### src/rtl/llsc_pkg.sv
package llsc_pkg;
  typedef enum logic [1:0] {
    OP_LOAD  = 2'd0,
    OP_STORE = 2'd1,
    OP_LINK  = 2'd2,
    OP_COND  = 2'd3
  } llsc_op_e;
endpackage

### src/rtl/llsc_prio_arb.sv
// Fixed-priority single-grant arbiter: lowest index wins.
module llsc_prio_arb #(
  parameter int N = 4,
  localparam int IW = (N > 1) ? $clog2(N) : 1
) (
  input  logic [N-1:0]  req,
  output logic [N-1:0]  grant,
  output logic [IW-1:0] idx,
  output logic          any
);
  always_comb begin
    grant = '0;
    idx   = '0;
    any   = 1'b0;
    for (int i = 0; i < N; i++) begin
      if (req[i] && !any) begin
        grant[i] = 1'b1;
        idx      = IW'(i);
        any      = 1'b1;
      end
    end
  end
endmodule

### src/rtl/llsc_resv_table.sv
// One reservation (valid + word index) per port.
module llsc_resv_table
  import llsc_pkg::*;
#(
  parameter int N  = 4,
  parameter int WW = 4,
  localparam int IW = (N > 1) ? $clog2(N) : 1
) (
  input  logic            clk,
  input  logic            rst_n,
  input  logic            acc_en,
  input  logic [IW-1:0]   acc_port,
  input  llsc_op_e        acc_op,
  input  logic [WW-1:0]   acc_word,
  input  logic            wr_en,
  input  logic [WW-1:0]   wr_word,
  output logic            sc_hit,
  output logic [N-1:0]    resv_vld,
  output logic [N*WW-1:0] resv_word
);
  for (genvar g = 0; g < N; g++) begin : g_slot
    logic          vld_q, vld_d;
    logic [WW-1:0] word_q;
    logic          mine, word_en;

    assign mine    = acc_en && (acc_port == IW'(g));
    assign word_en = mine && (acc_op == OP_LINK);

    always_comb begin
      vld_d = vld_q;
      if (wr_en && vld_q && (word_q == wr_word)) vld_d = 1'b0;
      if (word_en)                               vld_d = 1'b1;
      else if (mine && (acc_op == OP_COND))      vld_d = 1'b0;
    end

    always_ff @(posedge clk or negedge rst_n) begin
      if (!rst_n) begin
        vld_q  <= 1'b0;
        word_q <= '0;
      end else begin
        vld_q <= vld_d;
        if (word_en) word_q <= acc_word;
      end
    end

    assign resv_vld[g]            = vld_q;
    assign resv_word[g*WW +: WW]  = word_q;
  end

  always_comb begin
    sc_hit = 1'b0;
    for (int i = 0; i < N; i++) begin
      if (acc_port == IW'(i))
        sc_hit = resv_vld[i] && (resv_word[i*WW +: WW] == acc_word);
    end
  end
endmodule

### src/rtl/llsc_word_mem.sv
// Small resettable word store, one write port, one combinational read port.
module llsc_word_mem #(
  parameter int DW = 32,
  parameter int WW = 4,
  localparam int DEPTH = 1 << WW
) (
  input  logic          clk,
  input  logic          rst_n,
  input  logic          we,
  input  logic [WW-1:0] waddr,
  input  logic [DW-1:0] wdata,
  input  logic [WW-1:0] raddr,
  output logic [DW-1:0] rdata
);
  logic [DEPTH*DW-1:0] cells;

  for (genvar w = 0; w < DEPTH; w++) begin : g_cell
    logic [DW-1:0] cell_q;
    logic          cell_en;
    assign cell_en = we && (waddr == WW'(w));
    always_ff @(posedge clk or negedge rst_n) begin
      if (!rst_n)       cell_q <= '0;
      else if (cell_en) cell_q <= wdata;
    end
    assign cells[w*DW +: DW] = cell_q;
  end

  assign rdata = cells[raddr*DW +: DW];
endmodule

### src/rtl/llsc_monitor.sv
module llsc_monitor
  import llsc_pkg::*;
#(
  parameter int NPORT  = 4,
  parameter int ADDR_W = 6,
  parameter int DATA_W = 32
) (
  input  logic                    clk,
  input  logic                    rst_n,
  input  logic [NPORT-1:0]        req_valid,
  output logic [NPORT-1:0]        req_ready,
  input  logic [2*NPORT-1:0]      req_op,
  input  logic [ADDR_W*NPORT-1:0] req_addr,
  input  logic [DATA_W*NPORT-1:0] req_wdata,
  output logic [NPORT-1:0]        rsp_valid,
  output logic [DATA_W*NPORT-1:0] rsp_data
);
  localparam int IW       = (NPORT > 1) ? $clog2(NPORT) : 1;
  localparam int WORD_OFS = $clog2(DATA_W / 8);
  localparam int WW       = ADDR_W - WORD_OFS;

  logic [NPORT-1:0]    grant;
  logic [IW-1:0]       gidx;
  logic                gany;
  llsc_op_e            sel_op;
  logic [ADDR_W-1:0]   sel_addr;
  logic [WW-1:0]       sel_word;
  logic [DATA_W-1:0]   sel_wdata;
  logic [DATA_W-1:0]   rd_word;
  logic                sc_hit;
  logic                wr_en;
  logic [DATA_W-1:0]   result;
  logic [NPORT-1:0]    resv_vld;
  logic [NPORT*WW-1:0] resv_word;

  llsc_prio_arb #(.N(NPORT)) u_arb (
    .req   (req_valid),
    .grant (grant),
    .idx   (gidx),
    .any   (gany)
  );

  assign req_ready = grant;
  assign sel_op    = llsc_op_e'(req_op[gidx*2 +: 2]);
  assign sel_addr  = req_addr[gidx*ADDR_W +: ADDR_W];
  assign sel_wdata = req_wdata[gidx*DATA_W +: DATA_W];
  assign sel_word  = sel_addr[ADDR_W-1:WORD_OFS];

  llsc_resv_table #(.N(NPORT), .WW(WW)) u_resv (
    .clk       (clk),
    .rst_n     (rst_n),
    .acc_en    (gany),
    .acc_port  (gidx),
    .acc_op    (sel_op),
    .acc_word  (sel_word),
    .wr_en     (wr_en),
    .wr_word   (sel_word),
    .sc_hit    (sc_hit),
    .resv_vld  (resv_vld),
    .resv_word (resv_word)
  );

  assign wr_en = gany && ((sel_op == OP_STORE) || ((sel_op == OP_COND) && sc_hit));

  llsc_word_mem #(.DW(DATA_W), .WW(WW)) u_mem (
    .clk   (clk),
    .rst_n (rst_n),
    .we    (wr_en),
    .waddr (sel_word),
    .wdata (sel_wdata),
    .raddr (sel_word),
    .rdata (rd_word)
  );

  always_comb begin
    unique case (sel_op)
      OP_LOAD, OP_LINK: result = rd_word;
      OP_STORE:         result = '0;
      default:          result = DATA_W'(sc_hit);
    endcase
  end

  // Response registers: next-state then register process.
  logic [NPORT-1:0]        rsp_valid_d;
  logic [NPORT-1:0]        rsp_valid_q;
  logic [DATA_W*NPORT-1:0] rsp_data_q;

  always_comb rsp_valid_d = grant;

  always_ff @(posedge clk or negedge rst_n) begin
    if (!rst_n) rsp_valid_q <= '0;
    else        rsp_valid_q <= rsp_valid_d;
  end

  for (genvar p = 0; p < NPORT; p++) begin : g_rsp
    always_ff @(posedge clk or negedge rst_n) begin
      if (!rst_n)        rsp_data_q[p*DATA_W +: DATA_W] <= '0;
      else if (grant[p]) rsp_data_q[p*DATA_W +: DATA_W] <= result;
    end
  end

  assign rsp_valid = rsp_valid_q;
  assign rsp_data  = rsp_data_q;
endmodule

### config.mk
export PLATFORM = sky130hd
export DESIGN_NAME = llsc_monitor
export DESIGN_NICKNAME = d
export VERILOG_FILES = /design/src/rtl/llsc_pkg.sv /design/src/rtl/llsc_prio_arb.sv /design/src/rtl/llsc_resv_table.sv /design/src/rtl/llsc_word_mem.sv /design/src/rtl/llsc_monitor.sv
export SDC_FILE = /design/constraint.sdc
export NUM_CORES = 1
export LEC_CHECK = 0
export ABC_AREA = 0
export CAP_MARGIN = 20
export CELL_PAD_IN_SITES_DETAIL_PLACEMENT = 1
export CELL_PAD_IN_SITES_GLOBAL_PLACEMENT = 2
export CORE_MARGIN = 1
export CORE_UTILIZATION = 45
export CTS_BUF_LIST = sky130_fd_sc_hd__clkbuf_8
export DETAILED_ROUTE_END_ITERATION = 12
export DONT_BUFFER_PORTS = 1
export PLACE_DENSITY_LB_ADDON = 0.15
export SLEW_MARGIN = 15
export SYNTH_ARGS = -nofsm -noshare
export SYNTH_HDL_FRONTEND = slang
export SYNTH_HIERARCHICAL = 1
export SYNTH_SLANG_ARGS = --single-unit
### constraint.sdc
create_clock -name clk -period 2.95 [get_ports clk]
set_input_delay 0.59 -clock clk [delete_from_list [all_inputs] [get_ports clk]]
set_output_delay 0.59 -clock clk [all_outputs]
set_load 0.01 [all_outputs]
Word level (Yosys, flattened, before mapping)
Cells that the tools add are included.
{"block": "word_totals", "elab_cells": 143, "out_inout_bits": 136, "input_bits": 166, "reg_bits": 664}
{"block": "op_classes", "n_shift": 4, "n_reduce_logical": 57, "mul": 1, "eq_ne": 25, "mux": 27}
{"op": "512-bit by 10-bit indexed part select with 32-bit output", "count": 1}
{"op": "128-bit by 8-bit indexed part select with 32-bit output", "count": 1}
{"op": "32-bit case mux with 2 select lines", "count": 1}
{"op": "1-bit logical AND", "count": 45}
{"op": "4-bit equality test, second input constant", "count": 8}
{"op": "1-bit 2-to-1 mux", "count": 24}
{"op": "24-bit by 6-bit indexed part select with 6-bit output", "count": 1}
{"op": "4-bit by 3-bit equality test with 1-bit output, second input constant", "count": 4}
{"op": "4-bit equality test", "count": 4}
{"op": "3-bit nonzero test", "count": 4}
{"op": "2-bit equality test, second input constant", "count": 4}
{"op": "4-bit by 2-bit equality test with 1-bit output, second input constant", "count": 2}
{"op": "8-bit by 4-bit indexed part select with 2-bit output", "count": 1}
{"op": "2-bit by 1-bit equality test with 1-bit output, second input constant", "count": 2}
{"op": "4-bit by 1-bit equality test with 1-bit output, second input constant", "count": 1}
{"op": "2-bit zero test", "count": 2}
{"op": "4-bit zero test", "count": 1}
{"op": "2-bit by 2-bit multiplier with 4-bit output, second input constant", "count": 1}
{"op": "2-bit 2-to-1 mux", "count": 2}
{"op": "1-bit zero test", "count": 3}
{"op": "2-bit OR reduction", "count": 1}
{"op": "1-bit logical OR", "count": 1}

Logic depth before layout (Yosys ltp)
Gate-level depths: netlist of run 1.
{"block": "depth", "ltp_word": 26, "mapped_depth": 17, "depth_no_buf": 12}

Hierarchy
Netlist of run 1, hierarchy kept.
{"module": "llsc_word_mem", "cells_each": 1405, "instances": 1, "area_per_inst_um2": 22778.1, "seq_area_each_um2": 12812.3}
{"module": "llsc_monitor", "cells_each": 365, "instances": 1, "area_per_inst_um2": 6003.3, "seq_area_each_um2": 3303.2}
{"module": "llsc_resv_table", "cells_each": 111, "instances": 1, "area_per_inst_um2": 1241.2, "seq_area_each_um2": 500.5}
{"module": "llsc_prio_arb", "cells_each": 11, "instances": 1, "area_per_inst_um2": 61.3, "seq_area_each_um2": 0.0}

Least setup slack after synthesis of run 1
No wires, ideal clock.
{"block": "synth_timing", "path_type": "input to register", "startpoint": "input req_valid[2]", "endpoint": "register u_mem.g_cell[3].cell_q[10]", "required_ns": 2.825, "setup_time_ns": 0.125, "t_arrival_ns": 4.776, "path_slack_ns": -1.951, "stages": 16, "path_buffers": 5, "path_cell_list": "nand2b_4 > a21oi_1 > buf_2 > buf_2 > mux4_2 > buf_2 > xor2_1 > nor4b_1 > or4_1 > inv_1 > a21oi_1 > nor3b_2 > and3_1 > clkbuf_1 > buf_2 > mux2_2"}
{"block": "synth_via", "elab_chain_cells": 17, "elab_cells_between_ends": 34, "classes_between": "mul (1); eq/ne (10); shift (3); mux (8); reduce/logical (12)"}
{"element": "start: declaration", "line_no": "llsc_monitor.sv:10", "source": "input logic [NPORT-1:0] req_valid,"}
{"element": "1-bit logical AND *", "line_no": "llsc_prio_arb.sv:16", "source": "if (req[i] && !any) begin"}
{"element": "1-bit 2-to-1 mux", "line_no": "llsc_prio_arb.sv:16"}
{"element": "1-bit zero test", "line_no": "llsc_prio_arb.sv:16"}
{"element": "1-bit logical AND", "line_no": "llsc_prio_arb.sv:16"}
{"element": "2-bit 2-to-1 mux *", "line_no": "llsc_prio_arb.sv:16"}
{"element": "named net gidx[0]", "line_no": "llsc_monitor.sv:23", "source": "logic [IW-1:0] gidx;"}
{"element": "2-bit by 2-bit multiplier with 4-bit output *", "line_no": "llsc_monitor.sv:45", "source": "assign sel_addr = req_addr[gidx*ADDR_W +: ADDR_W];"}
{"element": "24-bit by 6-bit indexed part select with 6-bit output *", "line_no": "llsc_monitor.sv:45"}
{"element": "named net sel_addr[4]", "line_no": "llsc_monitor.sv:26", "source": "logic [ADDR_W-1:0] sel_addr;"}
{"element": "[... 2 more ...]"}
{"element": "1-bit 2-to-1 mux (3 in a row)", "line_no": "llsc_resv_table.sv:53", "source": "if (acc_port == IW'(i))"}
{"element": "1-bit 2-to-1 mux *", "line_no": "llsc_resv_table.sv:53"}
{"element": "named net sc_hit", "line_no": "llsc_monitor.sv:30", "source": "logic sc_hit;"}
{"element": "1-bit logical AND *", "line_no": "llsc_monitor.sv:63", "source": "assign wr_en = gany && ((sel_op == OP_STORE) || ((sel_op == OP_COND) && sc_hit));"}
{"element": "1-bit logical OR *", "line_no": "llsc_monitor.sv:63"}
{"element": "1-bit logical AND *", "line_no": "llsc_monitor.sv:63"}
{"element": "named net wr_en", "line_no": "llsc_monitor.sv:31", "source": "logic wr_en;"}
{"element": "1-bit logical AND *", "line_no": "llsc_word_mem.sv:20", "source": "assign cell_en = we && (waddr == WW'(w));"}
{"element": "end signal: assignment", "line_no": "llsc_word_mem.sv:23", "source": "else if (cell_en) cell_q <= wdata;"}
{"element": "end: declaration", "line_no": "llsc_word_mem.sv:18", "source": "logic [DW-1:0] cell_q;"}
Mark *: on every way through the listed nets, which the timed path passes. The rest lies on a longest branch.
A chain may end at the register's enable or synchronous reset.

Worst setup path after layout of run 1
{"block": "layout_timing", "startpoint": "input req_valid[2]", "endpoint": "register u_mem.g_cell[2].cell_q[2]"}
{"block": "layout_via", "elab_chain_cells": 17, "elab_cells_between_ends": 34, "classes_between": "mul (1); eq/ne (10); shift (3); mux (8); reduce/logical (12)"}
{"element": "1-bit logical AND *", "line_no": "llsc_prio_arb.sv:16"}
{"element": "1-bit 2-to-1 mux", "line_no": "llsc_prio_arb.sv:16"}
{"element": "1-bit zero test", "line_no": "llsc_prio_arb.sv:16"}
{"element": "1-bit logical AND", "line_no": "llsc_prio_arb.sv:16"}
{"element": "2-bit 2-to-1 mux *", "line_no": "llsc_prio_arb.sv:16"}
{"element": "named net gidx[0]", "line_no": "llsc_monitor.sv:23"}
{"element": "2-bit by 2-bit multiplier with 4-bit output *", "line_no": "llsc_monitor.sv:45"}
{"element": "24-bit by 6-bit indexed part select with 6-bit output *", "line_no": "llsc_monitor.sv:45"}
{"element": "named net sel_addr[5]", "line_no": "llsc_monitor.sv:26"}
{"element": "[... 2 more ...]"}
{"element": "1-bit 2-to-1 mux (3 in a row)", "line_no": "llsc_resv_table.sv:53"}
{"element": "1-bit 2-to-1 mux *", "line_no": "llsc_resv_table.sv:53"}
{"element": "named net sc_hit", "line_no": "llsc_monitor.sv:30"}
{"element": "1-bit logical AND *", "line_no": "llsc_monitor.sv:63"}
{"element": "1-bit logical OR *", "line_no": "llsc_monitor.sv:63"}
{"element": "1-bit logical AND *", "line_no": "llsc_monitor.sv:63"}
{"element": "named net wr_en", "line_no": "llsc_monitor.sv:31"}
{"element": "1-bit logical AND *", "line_no": "llsc_word_mem.sv:20"}
{"element": "end signal: assignment", "line_no": "llsc_word_mem.sv:23"}
{"element": "end: declaration", "line_no": "llsc_word_mem.sv:18"}
Marks and branches as above.

==> results of run 1 <==
## through the flow
| step | setup TNS [ns] | area (um2) |
|---|---|---|
| finish | -208.23 | 36800 |
| global route | -250.67 | 36800 |
| CTS | -171.13 | 35100 |
| detailed placement | -740.88 | 32100 |
| global placement | -725.28 | 32100 |
| floorplan | -623.17 | 30300 |
## registers in the layout, indices dropped and copies added, names as in the netlist
register and count:
rsp_data 128, rsp_valid 4, u_mem/g_cell.cell_q 512, u_resv/g_slot.vld_q 4, u_resv/g_slot.word_q 16
## layout make-up
class	instances	area (um2)
sequential	664	16600
fill	5961	29100
clock inverter	56	290
multi-input combinational	1061	14000
clock buffer	146	2010
tap	864	1080
timing repair buffer	169	2780
antenna	3	7.51
inverter	2	7.51
## metal layers
metal / part of all wire, % / routed length [um] / vias to the layer above
met5: 0 / 0 / -
met4: 2.4 / 2230 / 0
met3: 6.5 / 5880 / 127
met2: 48 / 43500 / 540
met1: 43 / 39300 / 9675
li1: - / - / 7292
## power by group
group / switching, W / leakage (nW) / internal, W
Combinational: 0.00313 / 6.74 / 0.00547
Sequential: 0.00234 / 8.59 / 0.0126
Clock: 0.00382 / 1.34 / 0.00451
Total: 0.00929 / 16.7 / 0.0226
## repair_timing
action | in CTS | in global routing
pin swaps | 17 | 11
setup endpoints to repair | 632 | 645
gates cloned | 7 | 28
setup buffers | 11 | 12
gates resized for setup | 120 | 210
endpoints found under the hold margin | 697 | 664
## worst max-delay path by stage
stage / start / endpoint / slack (ns) / depth (start not counted)
after floorplan: req_valid[2] / u_mem/g_cell[4].cell_q[15] / -1.14 / 16
after global placement: req_valid[2] / u_mem/g_cell[8].cell_q[15] / -1.27 / 14
after global routing: req_valid[2] / u_mem/g_cell[2].cell_q[18] / -0.53 / 17
final: req_valid[2] / u_mem/g_cell[2].cell_q[2] / -0.44 / 17
after detailed placement: req_valid[2] / u_mem/g_cell[3].cell_q[26] / -1.31 / 14
after CTS: req_valid[2] / u_mem/g_cell[3].cell_q[22] / -0.41 / 15
## worst reg2reg max path, cell delays in order, from the launching register on
cell,delay [ns]
dfrtp_1,0.44
xnor2_2,0.19
nand3_1,0.11
nor4b_2,0.22
or4_4,0.17
inv_2,0.04
a21oi_4,0.26
nor3b_4,0.33
nand3b_1,0.17
buf_6,0.20
clkbuf_16,0.20
mux2_2,0.30
==> results_dict.tcl, run 1 <==
set metrics [dict create \
    r2r_cells 11 \
    rsz_0062_raised_after_global_routing "yes" \
    path_max_fanout 7 \
    cts-buffers-inserted 115 \
    rows 94 \
    number_of_buffer_and_inverter_instances_along_the_worst_setup_path 6 \
    placement.io_buffers 0 \
    max-cap-violations 0 \
    nets_in_the_synthesized_netlist 2054 \
    most_used_routing_layer "met2" \
    worst_ep_required_time_ns 3.55 \
    num-nets-final 2179 \
    hp-class "in -> async" \
    wl_per_cell_um 30.7 \
    critical-path-max-stage-delay_ns 0.54 \
    final.min_clock_period_ns 3.39 \
    via_count 17600 \
    drt_pass1_iterations 4 \
    placed_cells 2702 \
    ys_warn_count 6 \
    use_met2_pct 40.1 \
    postLayoutCoreUtil_pct 55.9 \
    core_region_area_um2 65900 \
    relSlewSlack_pct -72.3 \
    report.final.hold_viol_count 209 \
    worst_slew_pin_slew_ns 2.58 \
    area.growth.synth_to_final_pct 22.4 \
    synth.cell_area_um2 30100 \
    critical_path.endpoint_type "flip-flop" \
    post_cts_hold_buffer_count 1 \
    timing_max_transition_violations_final 516 \
    layoutNonFillerInstCount 2965 \
    drt-total-wl_um 91000 \
    chipHeight_um 260 \
    vias_in_the_first_global_route 19400 \
    crit_type "in -> reg" \
    cts.sinks 664 \
    synthesis.area_per_instance_um2 15.9 \
    maximum_achievable_frequency_mhz 295 \
    skew_ns 0.0372 \
    tritoncts_clock_tree "built" \
    power.ir.vdd_worst_v 0.000379 \
    post-route-period-util_pct 115 \
    worst_setup_path_start_kind "input pin" \
    fin_total_pwr_w 0.0319 \
    detail_route.iter0.violations 1237 \
    cts.htree.levels 3 \
    critical-path-top-delay-family "simple AND/OR/NAND/NOR gates" \
    gp_congestion 0.776 \
    p_leak_nw 16.7 \
    syn-instance-count 1888 \
    grt_pass1_wl_um 126000 \
    cellPowerDensity_nw_per_um2 867 \
    crit_slowest_cell "mux4_2" \
    drtAntennaViolNets 0 \
    initial_utilization_pct 45.6 \
    violations "hold timing, slew limit, setup timing" \
    cts.root.buffer_cell "clkbuf_8" \
    final_layout_size_suffix_gt1_share_pct 59.6 \
    globalRouteOverflowTotal 0 \
    global_route.usage.met1_pct 34.3 \
    worst-endpoint-arrival_ns 3.99 \
    die-area_um2 67800 \
    clock_tree_buf_depth 3 \
    post-route-drc-count 0 \
    worst_setup_hold_path_clk_slew_ns 0.06 \
    dp_hpwl_um 50500 \
    clkLatencyLatePin_ns 0.73 \
    timing.critical_path.cells "nand2b_4, a21oi_4, buf_6, buf_12, mux4_2, buf_12, xnor2_4, nand3_1, nor4b_2, or4_4, inv_2, a21oi_4, nor3b_4, nand3b_1, buf_6, clkbuf_16, mux2_2" \
    outcome "finished with violations" \
    hold_ws_ns -0.440 \
    groute.usage.overall_pct 25.1 \
    ioPinCount 302 \
    vias_per_cell 5.95 \
    setup_violations 640 \
    grt_start_max_net_pins 665 \
    finalWorstSetupSlack_ns -0.441 \
    grt_antenna_before_repair 5 \
    floorplan.die.width_um 260 \
    dpl_worst_slack_ns -1.31 \
    regToRegSetupSlack_ns 0.20 \
    critical_path.reg2reg.endpoint "u_mem/g_cell[2].cell_q[2]" \
    layout.cells.most_common "dfrtp_1" \
    grt.met3_usage_pct 5.39 \
    most-common-layout-cells "dfrtp_1 (664), mux2_2 (427), mux2_4 (222), mux4_2 (164), clkbuf_8 (146)" \
    timing.rr.start "u_resv/g_slot[2].word_q[0]" \
]
Power figures use the tool's default switching activity.
==> run 2: changes to the inputs <==
Settings changed: PLACE_DENSITY set to 0.84, PLACE_DENSITY_LB_ADDON 0.15 to unset.
==> results_dict.tcl, run 2 (synthesized netlist as in run 1, its figures left out) <==
set metrics [dict create \
    outcome "finished with violations" \
    violations "hold timing, slew limit, setup timing" \
    hp-class "in -> async" \
    grt_start_max_net_pins 665 \
    worst-endpoint-arrival_ns 4.09 \
    floorplan.die.width_um 260 \
    drtAntennaViolNets 0 \
    setup_violations 623 \
    placement.io_buffers 0 \
    gp_congestion 0.760 \
    chipHeight_um 260 \
    final_layout_size_suffix_gt1_share_pct 60.3 \
    vias_in_the_first_global_route 19700 \
    most-common-layout-cells "dfrtp_1 (664), mux2_2 (428), mux2_4 (216), mux4_2 (164), clkbuf_8 (127)" \
    finalWorstSetupSlack_ns -0.555 \
    post_cts_hold_buffer_count 4 \
    path_max_fanout 7 \
    critical_path.endpoint_type "flip-flop" \
    post-route-period-util_pct 119 \
    core_region_area_um2 65900 \
    crit_slowest_cell "mux4_4" \
    cellPowerDensity_nw_per_um2 875 \
    layout.cells.most_common "dfrtp_1" \
    die-area_um2 67800 \
    detailed_place.area_um2 31900 \
    tritoncts_clock_tree "built" \
    crit_type "in -> reg" \
    dpl_worst_slack_ns -1.34 \
    timing_max_transition_violations_final 477 \
    drt_pass1_iterations 5 \
    final.fill_count 5869 \
    p_leak_nw 16.6 \
    detail_route.iter0.violations 1881 \
    num-nets-final 2185 \
    relSlewSlack_pct -164 \
    final.min_clock_period_ns 3.51 \
    cts.root.buffer_cell "clkbuf_8" \
    number_of_buffer_and_inverter_instances_along_the_worst_setup_path 4 \
    worst_ep_required_time_ns 3.53 \
    rows 94 \
    multiInputGateArea_um2 14000 \
    drt-total-wl_um 104000 \
    area.growth.synth_to_final_pct 22.5 \
    grt_antenna_before_repair 13 \
    report.final.hold_viol_count 217 \
    worst_slew_pin_slew_ns 3.97 \
    rsz_0062_raised_after_global_routing "yes" \
    vias_per_cell 6.33 \
    worst_setup_hold_path_clk_slew_ns 0.06 \
    dp_hpwl_um 51700 \
    clkLatencyLatePin_ns 0.73 \
    grt_pass1_wl_um 128000 \
    maximum_achievable_frequency_mhz 285 \
    critical-path-top-delay-family "multiplexers" \
    max-cap-violations 0 \
    worst_setup_path_start_kind "input pin" \
    post-route-drc-count 0 \
    clock_tree_buf_depth 3 \
    setup_tns_ns -244.93 \
    groute.usage.overall_pct 25.4 \
    hold_ws_ns -0.322 \
    cts.sinks 664 \
    power.ir.vdd_worst_v 0.000377 \
    timing.critical_path.cells "nand2b_4, a21oi_4, mux4_4, xnor2_2, nand4_1, nor4_2, or4_4, inv_4, a21oi_4, nand3b_1, buf_4, nor2_4, buf_4, buf_12, mux2_2" \
    ioPinCount 302 \
    globalRouteOverflowTotal 0 \
    wl_per_cell_um 35.1 \
    area.sequential_um2 16600 \
    critical-path-max-stage-delay_ns 0.83 \
    cts-buffers-inserted 109 \
    finalInstanceArea_um2 36800 \
    cts.htree.levels 3 \
    fin_total_pwr_w 0.0322 \
    largest_reg_flops 512 \
    initial_utilization_pct 45.6 \
    via_count 18700 \
    top_register "u_mem/g_cell.cell_q" \
    skew_ns 0.0340 \
]
[run 2: changes by cell type in the layout (fill, tap and decap cells not counted), moves of 6 or more]
cell	delta
a22oi_2	+24
nor2b_2	+8
clkbuf_8	-19
buf_12	-8
mux2_4	-6
a22oi_1	-24
buf_6	+9
clkbuf_16	+8
[run 2: worst paths after layout]
check | from | to | slack, ns | depth (start not counted)
setup / recovery | req_valid[2] | u_mem/g_cell[5].cell_q[12] | -0.56 | 15
hold / removal | rst_n | u_mem/g_cell[14].cell_q[23] | -0.32 | 0
setup reg to reg | u_resv/g_slot[3].word_q[0] | u_mem/g_cell[5].cell_q[12] | 0.06 | 12
hold reg to reg | u_mem/g_cell[6].cell_q[22] | u_mem/g_cell[6].cell_q[22] | 0.50 | 1
max in group asynchronous | rst_n | u_resv/g_slot[3].vld_q | 0.28 | 0
min in group clk | req_valid[0] | rsp_data[10] | 0.04 | 1
[run 2: power by group]
| group | switching [W] | total [W] | leakage, nW | internal (W) |
|---|---|---|---|---|
| Clock | 0.00387 | 0.00785 | 1.21 | 0.00398 |
| Combinational | 0.00354 | 0.00904 | 6.83 | 0.00550 |
| Sequential | 0.00269 | 0.0153 | 8.59 | 0.0126 |
[run 2: layer usage]
layer | track usage (%) | part of all wire, % | up-vias
li1 | - | - | 7283
met1 | 33.7 | 39 | 10200
met2 | 40.3 | 47 | 943
met3 | 7.12 | 9.5 | 265
met4 | 8.51 | 4.3 | 12
met5 | 0.712 | 0.071 | -
[run 2: metrics by stage]
step / util [%] / std cells
floorplan: - / 1888
global placement: 48.5 / 2694
detailed placement: 48.5 / 2694
CTS: 52.5 / 2898
global route: 55.9 / 2959
finish: 55.9 / 2961
[run 2: cell type report]
type	instances	share of cell area, %
sequential	664	45.1
multi-input combinational	1061	38.1
timing repair buffer	181	8.20
clock buffer	127	4.75
tap	864	2.94
clock inverter	58	0.795
inverter	2	0.0272
antenna	4	0.0272
[run 2: what timing repair did]
action | CTS | global route
setup buffers | 9 | 16
cloned | 6 | 44
gates resized for setup | 85 | 263
setup endpoints to repair | 587 | 641
pin swaps | 3 | 22
endpoints found under the hold margin | 683 | 664
==> run 3: changes to the inputs <==
Settings changed: CORE_UTILIZATION 45 to 48, PLACE_DENSITY 0.84 to 0.89.
==> results_dict.tcl, run 3 (synthesized netlist as in run 1, its figures left out) <==
set metrics [dict create \
    post-route-period-util_pct 126 \
    setup_violations 644 \
    post_cts_hold_buffer_count 2 \
    postLayoutCoreUtil_pct 60.5 \
    cts-buffers-inserted 106 \
    power.ir.vdd_worst_v 0.000376 \
    ioPinCount 302 \
    worst_slew_pin_slew_ns 2.15 \
    dpl_worst_slack_ns -1.35 \
    setup_tns_ns -367.52 \
    power_switching_share_pct 33.2 \
    finalWorstSetupSlack_ns -0.754 \
    max-cap-violations 0 \
    seqPwrFrac_pct 46.0 \
    num-nets-final 2198 \
    post-route-drc-count 0 \
    worst_ep_required_time_ns 3.58 \
    grt_start_max_net_pins 665 \
    clkLatencyLatePin_ns 0.76 \
    violations "hold timing, slew limit, setup timing" \
    hold_ws_ns -0.461 \
    layout.cells.most_common "dfrtp_1" \
    cellPowerDensity_nw_per_um2 922 \
    final_layout_size_suffix_gt1_share_pct 59.6 \
    drt_pass1_iterations 5 \
    vias_in_the_first_global_route 20600 \
    timing_max_transition_violations_final 247 \
    via_count 20000 \
    worst_setup_path_start_kind "input pin" \
    timing.rr.start "u_resv/g_slot[2].word_q[0]" \
    r2r_cells 11 \
    cts.htree.levels 3 \
    most-common-layout-cells "dfrtp_1 (664), mux2_4 (335), mux2_2 (311), mux4_2 (164), clkbuf_8 (137)" \
    core_region_area_um2 61800 \
    critical_path.endpoint_type "flip-flop" \
    drt-total-wl_um 116000 \
    p_leak_nw 17.2 \
    report.final.hold_viol_count 567 \
    detail_route.iter0.violations 1960 \
    die-area_um2 63600 \
    floorplan.die.width_um 252 \
    largest_reg_flops 512 \
    worst_setup_hold_path_clk_slew_ns 0.07 \
    power_switching_w 0.0114 \
    grt_antenna_before_repair 7 \
    groute.usage.overall_pct 29.4 \
    clock_tree_buf_depth 3 \
    fin_total_pwr_w 0.0345 \
    final.min_clock_period_ns 3.70 \
    dp_hpwl_um 53400 \
    critical_path.reg2reg.endpoint "u_mem/g_cell[4].cell_q[26]" \
    rows 91 \
    crit_type "in -> reg" \
    power.combinational.fraction_pct 28.5 \
    gp_congestion 0.798 \
    cts.sinks 664 \
    vias_per_cell 6.78 \
    hp-class "in -> async" \
    maximum_achievable_frequency_mhz 270 \
    globalRouteOverflowTotal 0 \
    initial_utilization_pct 48.6 \
    skew_ns 0.0446 \
    relSlewSlack_pct -43.5 \
    top_register "u_mem/g_cell.cell_q" \
    drtAntennaViolNets 0 \
    chipHeight_um 252 \
    outcome "finished with violations" \
    regToRegSetupSlack_ns -0.07 \
    worst-endpoint-arrival_ns 4.34 \
    p_int_w 0.0230 \
    grt_pass1_wl_um 138000 \
    placement.io_buffers 0 \
    cts.root.buffer_cell "clkbuf_8" \
    wl_per_cell_um 39.3 \
    clock_power_share_pct 25.5 \
    area.growth.synth_to_final_pct 24.5 \
    rsz_0062_raised_after_global_routing "yes" \
    path_max_fanout 7 \
    tritoncts_clock_tree "built" \
]
run 3: cell count changes in the layout (fill, tap and decap cells not counted), sizes merged:
cell / previous run / this run
diode: 4 / 2
clkinv: 9 / 13
inv: 48 / 38
bufinv: 1 / 5
clkbuf: 160 / 170
dlygate4sd3: 3 / 2
clkinvlp: 2 / 3
buf: 145 / 160
bufbuf: 0 / 2
run 3: area by class of cell:
type	instances	area, um2
diodes	2	5.00
inverters	2	10.0
well taps	837	1050
multi-input cells	1061	14300
flip-flops and latches	664	16600
repair buffers	197	3120
fillers	5351	24400
clock buffers	137	1890
clock inverters	57	407
run 3: what timing repair did:
action / 4_1_cts / 5_1_grt
buffers inserted: 23 / 21
gates resized for setup: 87 / 376
gates cloned: 16 / 38
setup endpoints to repair: 639 / 644
hold endpoints to repair: 682 / 664
pin swaps: 8 / 16
run 3: how the worst max path moves through the flow:
| stage | startpoint | to | slack, ns | depth (start not counted) |
|---|---|---|---|---|
| after floorplan | req_valid[2] | u_mem/g_cell[4].cell_q[15] | -1.14 | 16 |
| after global placement | req_valid[2] | u_mem/g_cell[8].cell_q[15] | -1.25 | 13 |
| after detailed placement | req_valid[2] | u_mem/g_cell[8].cell_q[15] | -1.35 | 13 |
| after CTS | req_valid[2] | rsp_data[36] | -0.36 | 11 |
| after global routing | req_valid[2] | u_mem/g_cell[4].cell_q[26] | -0.74 | 14 |
| final | req_valid[2] | u_mem/g_cell[4].cell_q[26] | -0.75 | 14 |
run 3: metrics by stage:
stage               instances  hold WS (ns)  area, um2
floorplan                1888         0.294      30300
global placement         2671         0.313      31900
detailed placement       2671         0.305      31900
CTS                      2906        -0.489      35200
global route             2956        -0.472      37400
finish                   2957        -0.461      37400
run 3: power by group through the flow:
| stage | clock [W] | sequential, W | combinational [W] |
|---|---|---|---|
| 3_3_place_gp | 0 | 0.0147 | 0.00696 |
| 3_5_place_dp | 0 | 0.0151 | 0.00744 |
| 4_1_cts | 0.00849 | 0.0150 | 0.00783 |
| 5_1_grt | 0.00920 | 0.0160 | 0.0101 |
| 6_report | 0.00880 | 0.0159 | 0.00984 |
| 2_1_floorplan | 0 | 0.0142 | 0.00579 |
run 3: layer usage:
metal | global-route usage (%) | vias up | wire [um]
met5 | 0 | - | 31
met1 | 37.8 | 10800 | 42100
met2 | 48.4 | 1457 | 55100
li1 | - | 7304 | -
met3 | 6.49 | 449 | 10700
met4 | 11.8 | 4 | 8240
run 3: critical path, stage by stage:
cell       delay, ns
nand2b_4        0.13
a21oi_4         0.23
mux4_4          0.85
xnor2_2         0.23
nand3_2         0.13
nor4b_2         0.27
or4_4           0.22
inv_4           0.05
a21oi_4         0.27
nand3b_1        0.22
or3_4           0.47
buf_6           0.16
clkbuf_16       0.17
mux2_2          0.31
